<file path="src/rtl/aes_tower_pkg.sv">
package aes_tower_pkg;

  localparam int PAIR_W = 2;
  localparam int NIB_W  = 2 * PAIR_W;
  localparam int BYTE_W = 2 * NIB_W;
  localparam int FIELD_N = 1 << BYTE_W;

  typedef logic [PAIR_W-1:0] gf4_t;
  typedef logic [NIB_W-1:0]  gf16_t;
  typedef logic [BYTE_W-1:0] gf256_t;
  typedef logic [BYTE_W-1:0][BYTE_W-1:0] bmat_t;

  localparam gf256_t AFF_CONST = 8'h63;

  // Normal bases: unit element has every coefficient set.
  localparam gf16_t  NIB_ONE   = '1;
  localparam gf256_t BYTE_ONE  = '1;

  // Square-scale constant for GF(2^8) over GF(2^4): W in the low (Y^4) digit.
  localparam gf16_t  SQ_LAMBDA = 4'b0010;

  // GF(2^2), bit1 = coefficient of W, bit0 = coefficient of W^2.
  function automatic gf4_t gf4_mul(input gf4_t a, input gf4_t b);
    logic t;
    t = (a[1] ^ a[0]) & (b[1] ^ b[0]);
    return {(a[1] & b[1]) ^ t, (a[0] & b[0]) ^ t};
  endfunction

  function automatic gf4_t gf4_sq(input gf4_t a);
    return {a[0], a[1]};
  endfunction

  // Multiply by W^2 (the GF(2^4) extension constant).
  function automatic gf4_t gf4_scl_nu(input gf4_t a);
    return {a[1] ^ a[0], a[1]};
  endfunction

  // Multiply by W.
  function automatic gf4_t gf4_scl_w(input gf4_t a);
    return {a[0], a[1] ^ a[0]};
  endfunction

  // GF(2^4) over GF(2^2), hi digit = Y coefficient, lo digit = Y^4 coefficient.
  function automatic gf16_t gf16_mul(input gf16_t a, input gf16_t b);
    gf4_t t;
    t = gf4_scl_nu(gf4_mul(a[3:2] ^ a[1:0], b[3:2] ^ b[1:0]));
    return {gf4_mul(a[3:2], b[3:2]) ^ t, gf4_mul(a[1:0], b[1:0]) ^ t};
  endfunction

  // GF(2^8) over GF(2^4), hi nibble = Z coefficient, lo nibble = Z^16 coefficient.
  function automatic gf256_t gf256_mul(input gf256_t a, input gf256_t b);
    gf16_t t;
    t = gf16_mul(SQ_LAMBDA, gf16_mul(a[7:4] ^ a[3:0], b[7:4] ^ b[3:0]));
    return {gf16_mul(a[7:4], b[7:4]) ^ t, gf16_mul(a[3:0], b[3:0]) ^ t};
  endfunction

  function automatic gf256_t mat_apply(input bmat_t m, input gf256_t v);
    gf256_t acc;
    acc = '0;
    for (int j = 0; j < BYTE_W; j++)
      if (v[j]) acc ^= m[j];
    return acc;
  endfunction

  function automatic gf256_t affine_lin(input gf256_t v);
    gf256_t r;
    for (int i = 0; i < BYTE_W; i++)
      r[i] = v[i] ^ v[(i+4)%BYTE_W] ^ v[(i+5)%BYTE_W] ^ v[(i+6)%BYTE_W] ^ v[(i+7)%BYTE_W];
    return r;
  endfunction

  // Tower image of the standard generator x: a root of x^8+x^4+x^3+x+1.
  function automatic gf256_t tower_root();
    gf256_t c, c2, c3, c4, c8, p, found;
    logic   hit;
    hit   = 1'b0;
    found = '0;
    for (int k = 1; k < FIELD_N; k++) begin
      c  = gf256_t'(k);
      c2 = gf256_mul(c, c);
      c3 = gf256_mul(c2, c);
      c4 = gf256_mul(c2, c2);
      c8 = gf256_mul(c4, c4);
      p  = c8 ^ c4 ^ c3 ^ c ^ BYTE_ONE;
      if (!hit && p == '0) begin
        hit   = 1'b1;
        found = c;
      end
    end
    return found;
  endfunction

  // Column j = tower image of standard basis bit j.
  function automatic bmat_t fwd_matrix();
    bmat_t  m;
    gf256_t beta, acc;
    beta = tower_root();
    acc  = BYTE_ONE;
    for (int i = 0; i < BYTE_W; i++) begin
      m[i] = acc;
      acc  = gf256_mul(acc, beta);
    end
    return m;
  endfunction

  // Column j = affine-linear image of the standard value whose tower form is bit j.
  function automatic bmat_t ret_matrix();
    bmat_t  fm, m;
    gf256_t t;
    fm = fwd_matrix();
    m  = '0;
    for (int v = 0; v < FIELD_N; v++) begin
      t = mat_apply(fm, gf256_t'(v));
      for (int j = 0; j < BYTE_W; j++)
        if (t == (gf256_t'(1) << j)) m[j] = affine_lin(gf256_t'(v));
    end
    return m;
  endfunction

endpackage

</file>
<file path="src/rtl/sbx_linmap.sv">
module sbx_linmap
  import aes_tower_pkg::*;
#(
  parameter bmat_t  COLS = '0,
  parameter gf256_t OFS  = '0
) (
  input  logic [BYTE_W-1:0] x,
  output logic [BYTE_W-1:0] y
);
  gf256_t term [BYTE_W];

  for (genvar j = 0; j < BYTE_W; j++) begin : g_col
    assign term[j] = x[j] ? COLS[j] : '0;
  end

  always_comb begin
    y = OFS;
    for (int j = 0; j < BYTE_W; j++) y ^= term[j];
  end
endmodule

</file>
<file path="src/rtl/sbx_gf16_mul.sv">
module sbx_gf16_mul
  import aes_tower_pkg::*;
(
  input  logic [NIB_W-1:0] a,
  input  logic [NIB_W-1:0] b,
  output logic [NIB_W-1:0] q
);
  gf4_t ph, pl, ps;

  always_comb begin
    ph = gf4_mul(a[3:2], b[3:2]);
    pl = gf4_mul(a[1:0], b[1:0]);
    ps = gf4_scl_nu(gf4_mul(a[3:2] ^ a[1:0], b[3:2] ^ b[1:0]));
    q  = {ph ^ ps, pl ^ ps};
  end
endmodule

</file>
<file path="src/rtl/sbx_gf16_sqscl.sv">
module sbx_gf16_sqscl
  import aes_tower_pkg::*;
(
  input  logic [NIB_W-1:0] a,
  output logic [NIB_W-1:0] q
);
  // lambda * a^2 with lambda = W*Y^4: hi = (ah+al)^2, lo = W*al^2.
  always_comb q = {gf4_sq(a[3:2] ^ a[1:0]), gf4_scl_w(gf4_sq(a[1:0]))};
endmodule

</file>
<file path="src/rtl/sbx_gf16_inv.sv">
module sbx_gf16_inv
  import aes_tower_pkg::*;
(
  input  logic [NIB_W-1:0] a,
  output logic [NIB_W-1:0] q
);
  gf4_t hi, lo, theta, d;

  always_comb begin
    hi    = a[3:2];
    lo    = a[1:0];
    theta = gf4_mul(hi, lo) ^ gf4_scl_nu(gf4_sq(hi ^ lo));
    d     = gf4_sq(theta);
    q     = {gf4_mul(d, lo), gf4_mul(d, hi)};
  end

  always_comb begin
    assert_nib_inverse_R3: assert (a == '0 || gf16_mul(a, q) == NIB_ONE)
      else $error("nibble inverse wrong for %h", a);
  end
endmodule

</file>
<file path="src/rtl/sbx_gf256_inv.sv">
module sbx_gf256_inv
  import aes_tower_pkg::*;
(
  input  logic [BYTE_W-1:0] a,
  output logic [BYTE_W-1:0] q
);
  gf16_t sum_n, sq_n, cross_n, theta, d, q_hi, q_lo;

  assign sum_n = a[7:4] ^ a[3:0];

  sbx_gf16_sqscl u_sqscl (.a(sum_n), .q(sq_n));
  sbx_gf16_mul   u_cross (.a(a[7:4]), .b(a[3:0]), .q(cross_n));

  assign theta = cross_n ^ sq_n;

  sbx_gf16_inv   u_ninv  (.a(theta), .q(d));
  sbx_gf16_mul   u_hi    (.a(d), .b(a[3:0]), .q(q_hi));
  sbx_gf16_mul   u_lo    (.a(d), .b(a[7:4]), .q(q_lo));

  assign q = {q_hi, q_lo};

  always_comb begin
    assert_byte_inverse_R3: assert (a == '0 || gf256_mul(a, q) == BYTE_ONE)
      else $error("byte inverse wrong for %h", a);
    assert_zero_inverse_R2: assert ((a == '0) == (q == '0))
      else $error("zero handling wrong for %h", a);
  end
endmodule

</file>
<file path="src/rtl/aes_tower_sbox.sv">
module aes_tower_sbox
  import aes_tower_pkg::*;
(
  input  logic [7:0] sbox_in,
  output logic [7:0] sbox_out
);
  localparam bmat_t FWD_MAP = fwd_matrix();
  localparam bmat_t RET_MAP = ret_matrix();

  gf256_t tw_in, tw_inv;

  sbx_linmap #(.COLS(FWD_MAP), .OFS('0)) u_fwd (.x(sbox_in), .y(tw_in));
  sbx_gf256_inv u_inv (.a(tw_in), .q(tw_inv));
  sbx_linmap #(.COLS(RET_MAP), .OFS(AFF_CONST)) u_ret (.x(tw_inv), .y(sbox_out));

  always_comb begin
    assert_zero_to_const_R2: assert (sbox_in != '0 || sbox_out == AFF_CONST)
      else $error("zero input gave %h", sbox_out);
    assert_fwd_bijective_R5: assert ((sbox_in == '0) == (tw_in == '0))
      else $error("input map collapsed %h", sbox_in);
    assert_no_fixed_point_R6: assert (sbox_out != sbox_in && sbox_out != ~sbox_in)
      else $error("fixed point at %h", sbox_in);
  end
endmodule

</file>
<file path="config.mk">
export PLATFORM = sky130hd
export DESIGN_NAME = aes_tower_sbox
export DESIGN_NICKNAME = d
export VERILOG_FILES = /design/src/rtl/aes_tower_pkg.sv /design/src/rtl/sbx_linmap.sv /design/src/rtl/sbx_gf16_mul.sv /design/src/rtl/sbx_gf16_sqscl.sv /design/src/rtl/sbx_gf16_inv.sv /design/src/rtl/sbx_gf256_inv.sv /design/src/rtl/aes_tower_sbox.sv
export SDC_FILE = /design/constraint.sdc
export NUM_CORES = 1
export LEC_CHECK = 0
export BUFFER_PORTS_ARGS = -buffer_cell sky130_fd_sc_hd__buf_2
export CORE_MARGIN = 2
export CORE_UTILIZATION = 70
export DETAILED_ROUTE_END_ITERATION = 10
export GPL_ROUTABILITY_DRIVEN = 1
export PLACE_DENSITY = 0.93
export SLEW_MARGIN = 25
export SYNTH_ARGS = -nofsm -noshare
export SYNTH_HDL_FRONTEND = slang
export SYNTH_SLANG_ARGS = --single-unit
</file>
<file path="constraint.sdc">
create_clock -name vclk -period 26.2
set_input_delay 5.24 -clock vclk [all_inputs]
set_output_delay 5.24 -clock vclk [all_outputs]
set_load 0.01 [all_outputs]
</file>
==> metrics.yaml <==
die_area_sq_mm: 0.00355
finalSetupTns_ps: 0
worstSetupStartpointType: "input port"
grtUsageTotal_pct: 30.3
cts_hold_buffers: 0
register_area_sq_um: 0
min_path_cells: 6
core_area_sq_mm: 0.00300
synth_xor_area_share_pct: 43.5
synth_top_family_by_area: "XOR/XNOR gates"
overflow: 0
max_cap_violations: 0
wl_per_cell_um: 16.9
antenna_found_initial: 0
setup_viol: 0
syn_avg_cell_area_sq_um: 8.12
num_antenna_cells: 0
io_buffers: 16
synth_most_common_cell: "xnor2_1"
grt_pass1_vias: 1788
viasPerCell: 6.52
seq_cell_count: 0
critPathArrivalTime_ps: 12100
drtAntennaViolNets: 0
die_h_um: 59.5
first_pass_iters: 5
fin_crit_sh_pct: 66.2
post-cts-setup-buffer-count: 0
final_max_slew_viol_count: 0
path_max_fanout: 21
syn_to_final_growth_pct: 3.13
nets: 285
period_needed_ps: 17340
status: "finished clean"
drive_gt1_share_pct: 16.3
synthSimpleGateAreaFrac_pct: 20.5
drtIter0Drc: 151
synth_top_area_cell: "xnor2_1"
drc_errors: 0
grt_first_pass_wirelength_um: 8380
worstSetupEndpointType: "output port"
routed_wl_um: 5110
finalHoldViolations: 0
worst_slew_pin_slew_ps: 836
syn_nets: 279
grt_start_max_net_pins: 22
fmax_ghz: 0.0577
num_vias: 1976
ctsResizeCount: 0
synth_top_area_share_pct: 17.0
min_path_type: "input port to output port"
ios: 16
ys_seq_area_share_pct: 0
multi_input_area_sq_mm: 0.00207
muxShareOfSynthArea_pct: 4.23
synth_fa_ha_area_share_pct: 2.90
die_x_um: 59.5
hold_start: "sbox_in[0]"
start_util_pct: 71.9
synthTopCellsByCount: "42 x xnor2_1, 19 x nor2_1, 18 x xor2_1"
cp.required_ps: 20960
cp_cell_sequence: "buf_2 > xor2_1 > xor2_1 > xnor2_1 > ha_1 > xor2_1 > xnor2_1 > a21o_1 > nand2_1 > xnor2_2 > inv_2 > ha_1 > nor2_1 > o211ai_1 > o21ai_0 > a2111oi_2 > o211ai_1 > or3_4 > nor2_4 > xnor3_2 > xnor3_2 > xor2_1 > xnor2_1 > buf_2"
clock_buffers: 0
relSlewSlack_pct: 43.8
netlist_top_cells_area: "xnor2_1 17%, xnor3_1 9.4%, xor2_1 7.3%, mux2i_1 3.7%, nor2_1 3.3%"
yosysWarnings: 0
grt_setup_unrepaired: "no"
holdPathEnd: "sbox_out[0]"
netlist_area_sq_mm: 0.00216
critPathKind: "input port to output port"
fillers: 230
path_common_cell: "xor2_1"
hpwl_um: 4100
gp_congestion: 0.883
cpPeakStageDelay_ps: 710
synth-compound-area-share_pct: 24.9
slowest_stage: "ha_1"
placementRows: 20
ys_types: 60
synth_cells: 266
## through the flow
stage / util [%] / setup slack, ps / instances / instance area [sq um] / hold slack [ps]
3_3_place_gp: 74.2 / 9290 / 303 / 2230 / 11260
5_1_grt: 74.2 / 8430 / 303 / 2230 / 11400
3_5_place_dp: 74.2 / 8980 / 303 / 2230 / 11310
4_1_cts: 74.2 / 8960 / 303 / 2230 / 11310
6_report: 74.2 / 8860 / 303 / 2230 / 11300
2_1_floorplan: - / 9910 / 266 / 2160 / 10980
## worst max path at each step
| stage | startpoint | end | slack (ps) | depth (start not counted) |
|---|---|---|---|---|
| after global placement | sbox_in[5] | sbox_out[4] | 9290 | 24 |
| after CTS | sbox_in[5] | sbox_out[4] | 8960 | 24 |
| after global routing | sbox_in[3] | sbox_out[4] | 8430 | 24 |
| after floorplan | sbox_in[3] | sbox_out[4] | 9910 | 24 |
| final | sbox_in[3] | sbox_out[4] | 8860 | 24 |
| after detailed placement | sbox_in[5] | sbox_out[4] | 8980 | 24 |
## cells in the final DEF, fill, tap and decap left out, types with 2 or more instances in the layout
cell / n
xnor2_1: 42
nor2_1: 19
xor2_1: 18
buf_2: 16
nand2_1: 15
nand3_1: 10
nor3_1: 10
o21ai_0: 10
xnor3_1: 9
mux2i_1: 8
o211ai_1: 8
a21oi_1: 8
inv_1: 7
a211oi_1: 6
a221oi_1: 5
and2_1: 5
nor2b_1: 5
ha_1: 5
a211oi_2: 4
and3_1: 4
nand4_1: 4
a21o_1: 3
nor2_2: 3
xnor3_2: 3
xor2_4: 2
nor4_1: 2
xnor2_2: 2
o21a_1: 2
a211o_1: 2
a22oi_1: 2
a221oi_2: 2
o22ai_1: 2
## metal layers
metal / global-route usage [%] / vias to the layer above / wire, um
li1: - / 987 / -
met1: 41.3 / 909 / 2270
met2: 54.0 / 73 / 2500
met3: 1.09 / 7 / 263
met4: 4.44 / 0 / 72
met5: 0 / - / 0
## cell families (layout without fill, tap and decap cells)
kind of cell	after synthesis	in the layout
and+or+nand+nor	85	85
xor gates and xnor gates	78	78
AOI/OAI and AO/OA	68	68
buffers and inverters	21	25
muxes	9	9
adders and majority gates	5	5
## area by class of cell
type	count	share of cell area [%]
Inverter	9	1.52
Multi-Input combinational cell	245	93.0
Tap cell	33	1.85
Timing Repair Buffer	16	3.60
## critical path, delay by kind of cell
kind | cells | cell delay [ps]
AO/OA/AOI/OAI | 5 | 1020
buffers and inverters | 3 | 430
AND/OR/NAND/NOR | 4 | 820
adder cells (fa/ha/maj) | 2 | 1110
XOR/XNOR | 10 | 3460
Power is not shown: default switching activity piles up to over one toggle a cycle in this logic, so the estimate is an artifact.
